### src/rtl/mwd_pkg.sv
package mwd_pkg;
    localparam int REG_W    = 6;
    localparam int BIT_ACC  = 0;
    localparam int BIT_ACCX = 1;
    localparam int BIT_IEN  = 2;
    localparam int BIT_HEN  = 3;
    localparam int BIT_MODE = 4;
    localparam int BIT_FLAG = 5;
    localparam logic [7:0] SYNC_BYTE = 8'hFF;

    typedef struct packed {
        logic mode;
        logic hen;
        logic ien;
        logic accx;
        logic acc;
    } mwd_cfg_t;
endpackage

### src/rtl/mwd_scan.sv
module mwd_scan #(
    parameter int ADDR_BYTES = 6,
    parameter int SYNC_LEN   = 6,
    parameter int REPEATS    = 16
) (
    input  logic                    clk,
    input  logic                    rst_n,
    input  logic                    soft_rst,
    input  logic [ADDR_BYTES*8-1:0] station_addr,
    input  logic                    accept_any,
    input  logic                    rx_sof,
    input  logic                    rx_valid,
    input  logic                    rx_eof,
    input  logic                    rx_good,
    input  logic [7:0]              rx_byte,
    output logic                    hit
);
    import mwd_pkg::*;

    localparam int IW = $clog2(ADDR_BYTES + 1);
    localparam int PW = $clog2(ADDR_BYTES);
    localparam int SW = $clog2(SYNC_LEN + 1);
    localparam int RW = $clog2(REPEATS + 1);
    localparam logic [IW-1:0] IDX_END  = IW'(ADDR_BYTES);
    localparam logic [PW-1:0] POS_LAST = PW'(ADDR_BYTES - 1);
    localparam logic [SW-1:0] SYNC_END = SW'(SYNC_LEN);
    localparam logic [RW-1:0] REP_LAST = RW'(REPEATS - 1);

    typedef struct packed {
        logic [IW-1:0] idx;
        logic          dest_ok;
        logic [SW-1:0] ff_cnt;
        logic [PW-1:0] pos;
        logic [RW-1:0] reps;
        logic          found;
    } scan_t;

    localparam scan_t FRAME_INIT = '{idx: '0, dest_ok: 1'b1, ff_cnt: '0,
                                     pos: '0, reps: '0, found: 1'b0};

    logic [7:0] abyte [ADDR_BYTES];
    for (genvar g = 0; g < ADDR_BYTES; g++) begin : g_abyte
        assign abyte[g] = station_addr[8*g +: 8];
    end

    scan_t st_q, st_d, cur;
    logic  [7:0] exp_byte;
    logic  is_sync;

    always_comb begin
        cur      = rx_sof ? FRAME_INIT : st_q;
        st_d     = st_q;
        exp_byte = abyte[cur.pos];
        is_sync  = (rx_byte == SYNC_BYTE);
        if (rx_valid) begin
            st_d = cur;
            if (cur.idx < IDX_END) begin
                if (rx_byte != abyte[cur.idx]) st_d.dest_ok = 1'b0;
                st_d.idx = cur.idx + 1'b1;
            end else if (!cur.found) begin
                if (cur.ff_cnt < SYNC_END) begin
                    st_d.ff_cnt = is_sync ? cur.ff_cnt + 1'b1 : '0;
                end else if (rx_byte == exp_byte) begin
                    if (cur.pos == POS_LAST) begin
                        st_d.pos  = '0;
                        st_d.reps = cur.reps + 1'b1;
                        if (cur.reps == REP_LAST) st_d.found = 1'b1;
                    end else begin
                        st_d.pos = cur.pos + 1'b1;
                    end
                end else if (is_sync && cur.pos == '0 && cur.reps == '0) begin
                    st_d.ff_cnt = cur.ff_cnt;
                end else begin
                    st_d.pos    = '0;
                    st_d.reps   = '0;
                    st_d.ff_cnt = is_sync ? SW'(1) : '0;
                end
            end
        end
        if (soft_rst) st_d = FRAME_INIT;
        hit = rx_valid && rx_eof && rx_good && st_d.found &&
              (accept_any || st_d.dest_ok) && (st_d.idx == IDX_END);
    end

    always_ff @(posedge clk or negedge rst_n) begin
        if (!rst_n) st_q <= FRAME_INIT;
        else        st_q <= st_d;
    end
endmodule

### src/rtl/mwd_regs.sv
module mwd_regs (
    input  logic                      clk,
    input  logic                      rst_n,
    input  logic                      soft_rst,
    input  logic                      stop_cmd,
    input  logic                      reg_wr,
    input  logic [mwd_pkg::REG_W-1:0] reg_wdata,
    input  logic                      hit,
    input  logic                      power_good,
    input  logic                      glob_int_en,
    output logic [mwd_pkg::REG_W-1:0] reg_rdata,
    output logic                      accept_any,
    output logic                      mode_active,
    output logic                      irq
);
    import mwd_pkg::*;

    typedef struct packed {
        mwd_cfg_t cfg;
        logic     flag;
    } regs_t;

    regs_t r_q, r_d;

    always_comb begin
        r_d         = r_q;
        mode_active = r_q.cfg.mode && (power_good || r_q.cfg.hen);
        if (reg_wr) begin
            r_d.cfg.acc  = reg_wdata[BIT_ACC];
            r_d.cfg.accx = reg_wdata[BIT_ACCX];
            r_d.cfg.ien  = reg_wdata[BIT_IEN];
            r_d.cfg.hen  = reg_wdata[BIT_HEN];
            r_d.cfg.mode = reg_wdata[BIT_MODE];
            if (reg_wdata[BIT_FLAG]) r_d.flag = 1'b0;
        end
        if (hit && mode_active) r_d.flag = 1'b1;
        if (stop_cmd)           r_d.flag = 1'b0;
        if (soft_rst)           r_d = '0;

        reg_rdata           = '0;
        reg_rdata[BIT_ACC]  = r_q.cfg.acc;
        reg_rdata[BIT_ACCX] = r_q.cfg.accx;
        reg_rdata[BIT_IEN]  = r_q.cfg.ien;
        reg_rdata[BIT_HEN]  = r_q.cfg.hen;
        reg_rdata[BIT_MODE] = r_q.cfg.mode;
        reg_rdata[BIT_FLAG] = r_q.flag;
        accept_any          = r_q.cfg.acc || r_q.cfg.accx;
        irq                 = r_q.flag && r_q.cfg.ien && glob_int_en;
    end

    always_ff @(posedge clk or negedge rst_n) begin
        if (!rst_n) r_q <= '0;
        else        r_q <= r_d;
    end
endmodule

### src/rtl/magic_wake_detector.sv
module magic_wake_detector #(
    parameter int ADDR_BYTES = 6,
    parameter int SYNC_LEN   = 6,
    parameter int REPEATS    = 16
) (
    input  logic                      clk,
    input  logic                      rst_n,
    input  logic                      soft_rst,
    input  logic                      stop_cmd,
    input  logic [ADDR_BYTES*8-1:0]   station_addr,
    input  logic                      power_good,
    input  logic                      glob_int_en,
    input  logic                      rx_sof,
    input  logic                      rx_valid,
    input  logic                      rx_eof,
    input  logic                      rx_good,
    input  logic [7:0]                rx_byte,
    input  logic                      reg_wr,
    input  logic [mwd_pkg::REG_W-1:0] reg_wdata,
    output logic [mwd_pkg::REG_W-1:0] reg_rdata,
    output logic                      irq,
    output logic                      mode_active
);
    logic accept_any;
    logic hit;

    mwd_scan #(
        .ADDR_BYTES(ADDR_BYTES),
        .SYNC_LEN  (SYNC_LEN),
        .REPEATS   (REPEATS)
    ) u_scan (
        .clk         (clk),
        .rst_n       (rst_n),
        .soft_rst    (soft_rst),
        .station_addr(station_addr),
        .accept_any  (accept_any),
        .rx_sof      (rx_sof),
        .rx_valid    (rx_valid),
        .rx_eof      (rx_eof),
        .rx_good     (rx_good),
        .rx_byte     (rx_byte),
        .hit         (hit)
    );

    mwd_regs u_regs (
        .clk        (clk),
        .rst_n      (rst_n),
        .soft_rst   (soft_rst),
        .stop_cmd   (stop_cmd),
        .reg_wr     (reg_wr),
        .reg_wdata  (reg_wdata),
        .hit        (hit),
        .power_good (power_good),
        .glob_int_en(glob_int_en),
        .reg_rdata  (reg_rdata),
        .accept_any (accept_any),
        .mode_active(mode_active),
        .irq        (irq)
    );
endmodule

### config.mk
export PLATFORM = sky130hd
export DESIGN_NAME = magic_wake_detector
export DESIGN_NICKNAME = d
export VERILOG_FILES = /design/src/rtl/mwd_pkg.sv /design/src/rtl/mwd_scan.sv /design/src/rtl/mwd_regs.sv /design/src/rtl/magic_wake_detector.sv
export SDC_FILE = /design/constraint.sdc
export NUM_CORES = 1
export LEC_CHECK = 0
export BUFFER_PORTS_ARGS = -buffer_cell sky130_fd_sc_hd__buf_2
export CAP_MARGIN = 0
export CELL_PAD_IN_SITES_DETAIL_PLACEMENT = 1
export CELL_PAD_IN_SITES_GLOBAL_PLACEMENT = 2
export CORE_ASPECT_RATIO = 1.4
export CORE_MARGIN = 1
export CORE_UTILIZATION = 32
export CTS_BUF_LIST = sky130_fd_sc_hd__clkbuf_16
export DETAILED_ROUTE_END_ITERATION = 6
export GPL_ROUTABILITY_DRIVEN = 0
export PLACE_DENSITY_LB_ADDON = 0.1
export SLEW_MARGIN = 20
export SYNTH_ARGS = -nofsm -noshare
export SYNTH_HDL_FRONTEND = slang
export SYNTH_SLANG_ARGS = --single-unit
### constraint.sdc
create_clock -name clk -period 5.15 [get_ports clk]
set_input_delay 0 -clock clk [delete_from_list [all_inputs] [get_ports clk]]
set_output_delay 0 -clock clk [all_outputs]
set_load 0.05 [all_outputs]
==> results.toml <==
[floorplan]
die_h_um = 113
initial_core_util_pct = 33.7
rows = 39
ios = 81
dieArea_um2 = 9110
dieWidth_um = 80.9
coreArea_um2 = 8300

[sta]
slew_headroom_pct = 57.0
hold_viol_final = 0
setup_tns_ps = 0
finalSetupViolCount = 0
drv_slew = 0
fmax_mhz = 323
fin_hold_ws_ps = 20.1
finalClockSkew_ps = 1.54
rsz0062_at_grt = "false"
finalCritPeriodShare_pct = 60.2
setup_ws_ps = 2050
fin_crit_ps = 3100
worstMarginPinSlew_ps = 645

[final_layout]
syn_to_final_growth_pct = 22.0
finalNetCount = 519
diodes = 0
fillers = 1077
finalNonFillerCells = 542
drive_above_1_share_pct = 23.4

[synthesis]
synth_nets = 447
yosys_warnings = 0
async_flop_share_pct = 100
ys_seq_area_share_pct = 19.8
synthTopCellsByCount = "mux2i_1 (31), nor2_1 (31), nand2_1 (29)"
synth-seq-cells = 22
synth_edf_count = 0
yosysTopAreaCellShare_pct = 18.8
syn_area_um2 = 2790
synth_top_area_cell = "dfrtp_1"
syn_inst = 369
ys_top_cells_by_area = "dfrtp_1 (19%), mux2i_1 (11%), a211oi_1 (4.3%)"
ys_types = 65
syn_avg_cell_area_um2 = 7.56
ys.flop_type = "dfrtp_1"

[cts]
htreeDepth = 1
clk_path_buf_depth = 2
cts-root-buf = "clkbuf_16"
clkSlewWorstSetupHoldPaths_ps = 60
cts_tree = "built"
worstSkewPairLatency_ps = 260
numCtsBuffers = 3
cts_sinks = 22

[worst_setup_path]
worstSetupPathType = "register to register"
worstPathMaxFanout = 22
crit_arrival_ps = 3290
start_kind = "register"
required_ps = 5340
crit_path_end_kind = "register"

[global_routing]
antenna_found_initial = 0
grt_pass1_wl_um = 17700
grt_usage_pct = 25.9
grt_pass1_vias = 3411
grt_max_degree = 33
grt.overflow.total = 0

[routing]
viasPerCell = 5.97
drcViolationCount = 0
ant_nets = 0
first_pass_iters = 4
wl_per_cell_um = 20.9
num_vias = 3236
drt_iter0_drc = 108
wl_um = 11300

[outcome]
status = "completed"

[place]
dp_hpwl_um = 8780
pre_cts_ws_ps = 2060
port_buffers = 80
place_inst = 532

[job]
cap_violations = 0

[power]
p_leak_uw = 0.00143
ir_drop_v = 0.000142
p_per_area_nw_per_um2 = 169

[min_path]
min_path_type = "input port to register"
-- stage by stage --
step | utilization, % | cell area, µm² | total power (µW)
3_5_place_dp | 39.0 | 3240 | 347
3_3_place_gp | 39.0 | 3240 | 345
5_1_grt | 41.0 | 3400 | 596
4_1_cts | 41.0 | 3400 | 580
2_1_floorplan | - | 2790 | 275
6_report | 41.0 | 3400 | 574
-- layout make-up --
cell class / instances / area, µm² / area share, %
well taps: 102 / 128 / 3.75
multi-input cells: 306 / 2050 / 60.2
repair buffers: 93 / 513 / 15.1
clock buffers: 3 / 75.1 / 2.21
clock inverters: 1 / 30.0 / 0.882
inverters: 15 / 56.3 / 1.65
flip-flops and latches: 22 / 552 / 16.2
-- worst paths after layout --
kind                       cells past startpoint                        from  slack, ps                               to
hold / removal                                 4                    stop_cmd         20  u_regs.reg_rdata[5]$_DFFE_PN0P_
hold reg to reg                                1  u_scan.st_q[2]$_DFFE_PN0P_        520       u_scan.st_q[2]$_DFFE_PN0P_
min in group asynchronous                      2                       rst_n        260      u_scan.st_q[10]$_DFFE_PN0P_
setup / recovery                              10   u_scan.st_q[13]$_DFF_PN0_       2050  u_regs.reg_rdata[5]$_DFFE_PN0P_
max in group asynchronous                      2                       rst_n       4510        u_scan.st_q[12]$_DFF_PN1_
setup reg to reg                              10   u_scan.st_q[13]$_DFF_PN0_       2050  u_regs.reg_rdata[5]$_DFFE_PN0P_
-- placed cells by master (no fill, tap or decap), drive strengths merged, types with 16 or more instances in the layout --
master | netlist | layout
mux2i | 31 | 31
o21ai | 19 | 19
buf | 11 | 87
a21oi | 23 | 23
dfrtp | 21 | 21
a211oi | 16 | 16
nor2 | 31 | 31
nand2 | 29 | 29
nor2b | 16 | 16
-- kinds of logic after synthesis --
| kind of cell | Yosys count | share of synthesized area [%] |
|---|---|---|
| multiplexers | 36 | 13.1 |
| AO/OA/AOI/OAI | 115 | 28.9 |
| buffers and inverters | 41 | 6.77 |
| XOR/XNOR | 8 | 2.51 |
| adder cells (fa/ha/maj) | 5 | 2.24 |
| AND/OR/NAND/NOR | 142 | 26.7 |
| flip-flops | 22 | 19.8 |
-- power breakdown --
| group | internal, µW | switching (µW) | leakage (µW) |
|---|---|---|---|
| sequential | 178 | 2.87 | 0.000298 |
| clock | 155 | 72.7 | 0.0000511 |
| combinational | 66.1 | 100 | 0.00108 |
-- state kept, by name, indices dropped and copies added, names as in the netlist --
register	cells
u_scan.st_q	16
u_regs.reg_rdata	6
-- critical path, cell delays in order, from the launching register on --
cell,delay [ps]
dfrtp_1,320
buf_4,300
nand2b_1,290
inv_2,360
mux2i_1,190
o211a_1,230
or4_1,500
nor4_1,270
a31oi_1,150
o31a_1,290
o21ai_1,110
-- what timing repair did --
item / 4_1_cts / 5_1_grt
hold buffers: 6 / 0
resized for setup: 0 / 0
setup buffers: 0 / 0
hold endpoints to repair: 26 / 0
-- routing by layer --
| metal | GRT usage (%) | up-vias | share of wire [%] |
|---|---|---|---|
| li1 | - | 1545 | - |
| met1 | 28.5 | 1594 | 39 |
| met2 | 48.7 | 72 | 54 |
| met3 | 1.71 | 25 | 3.0 |
| met4 | 11.7 | 0 | 3.9 |
| met5 | 0 | - | 0 |
Note: power is estimated with default switching activity, not from simulation.
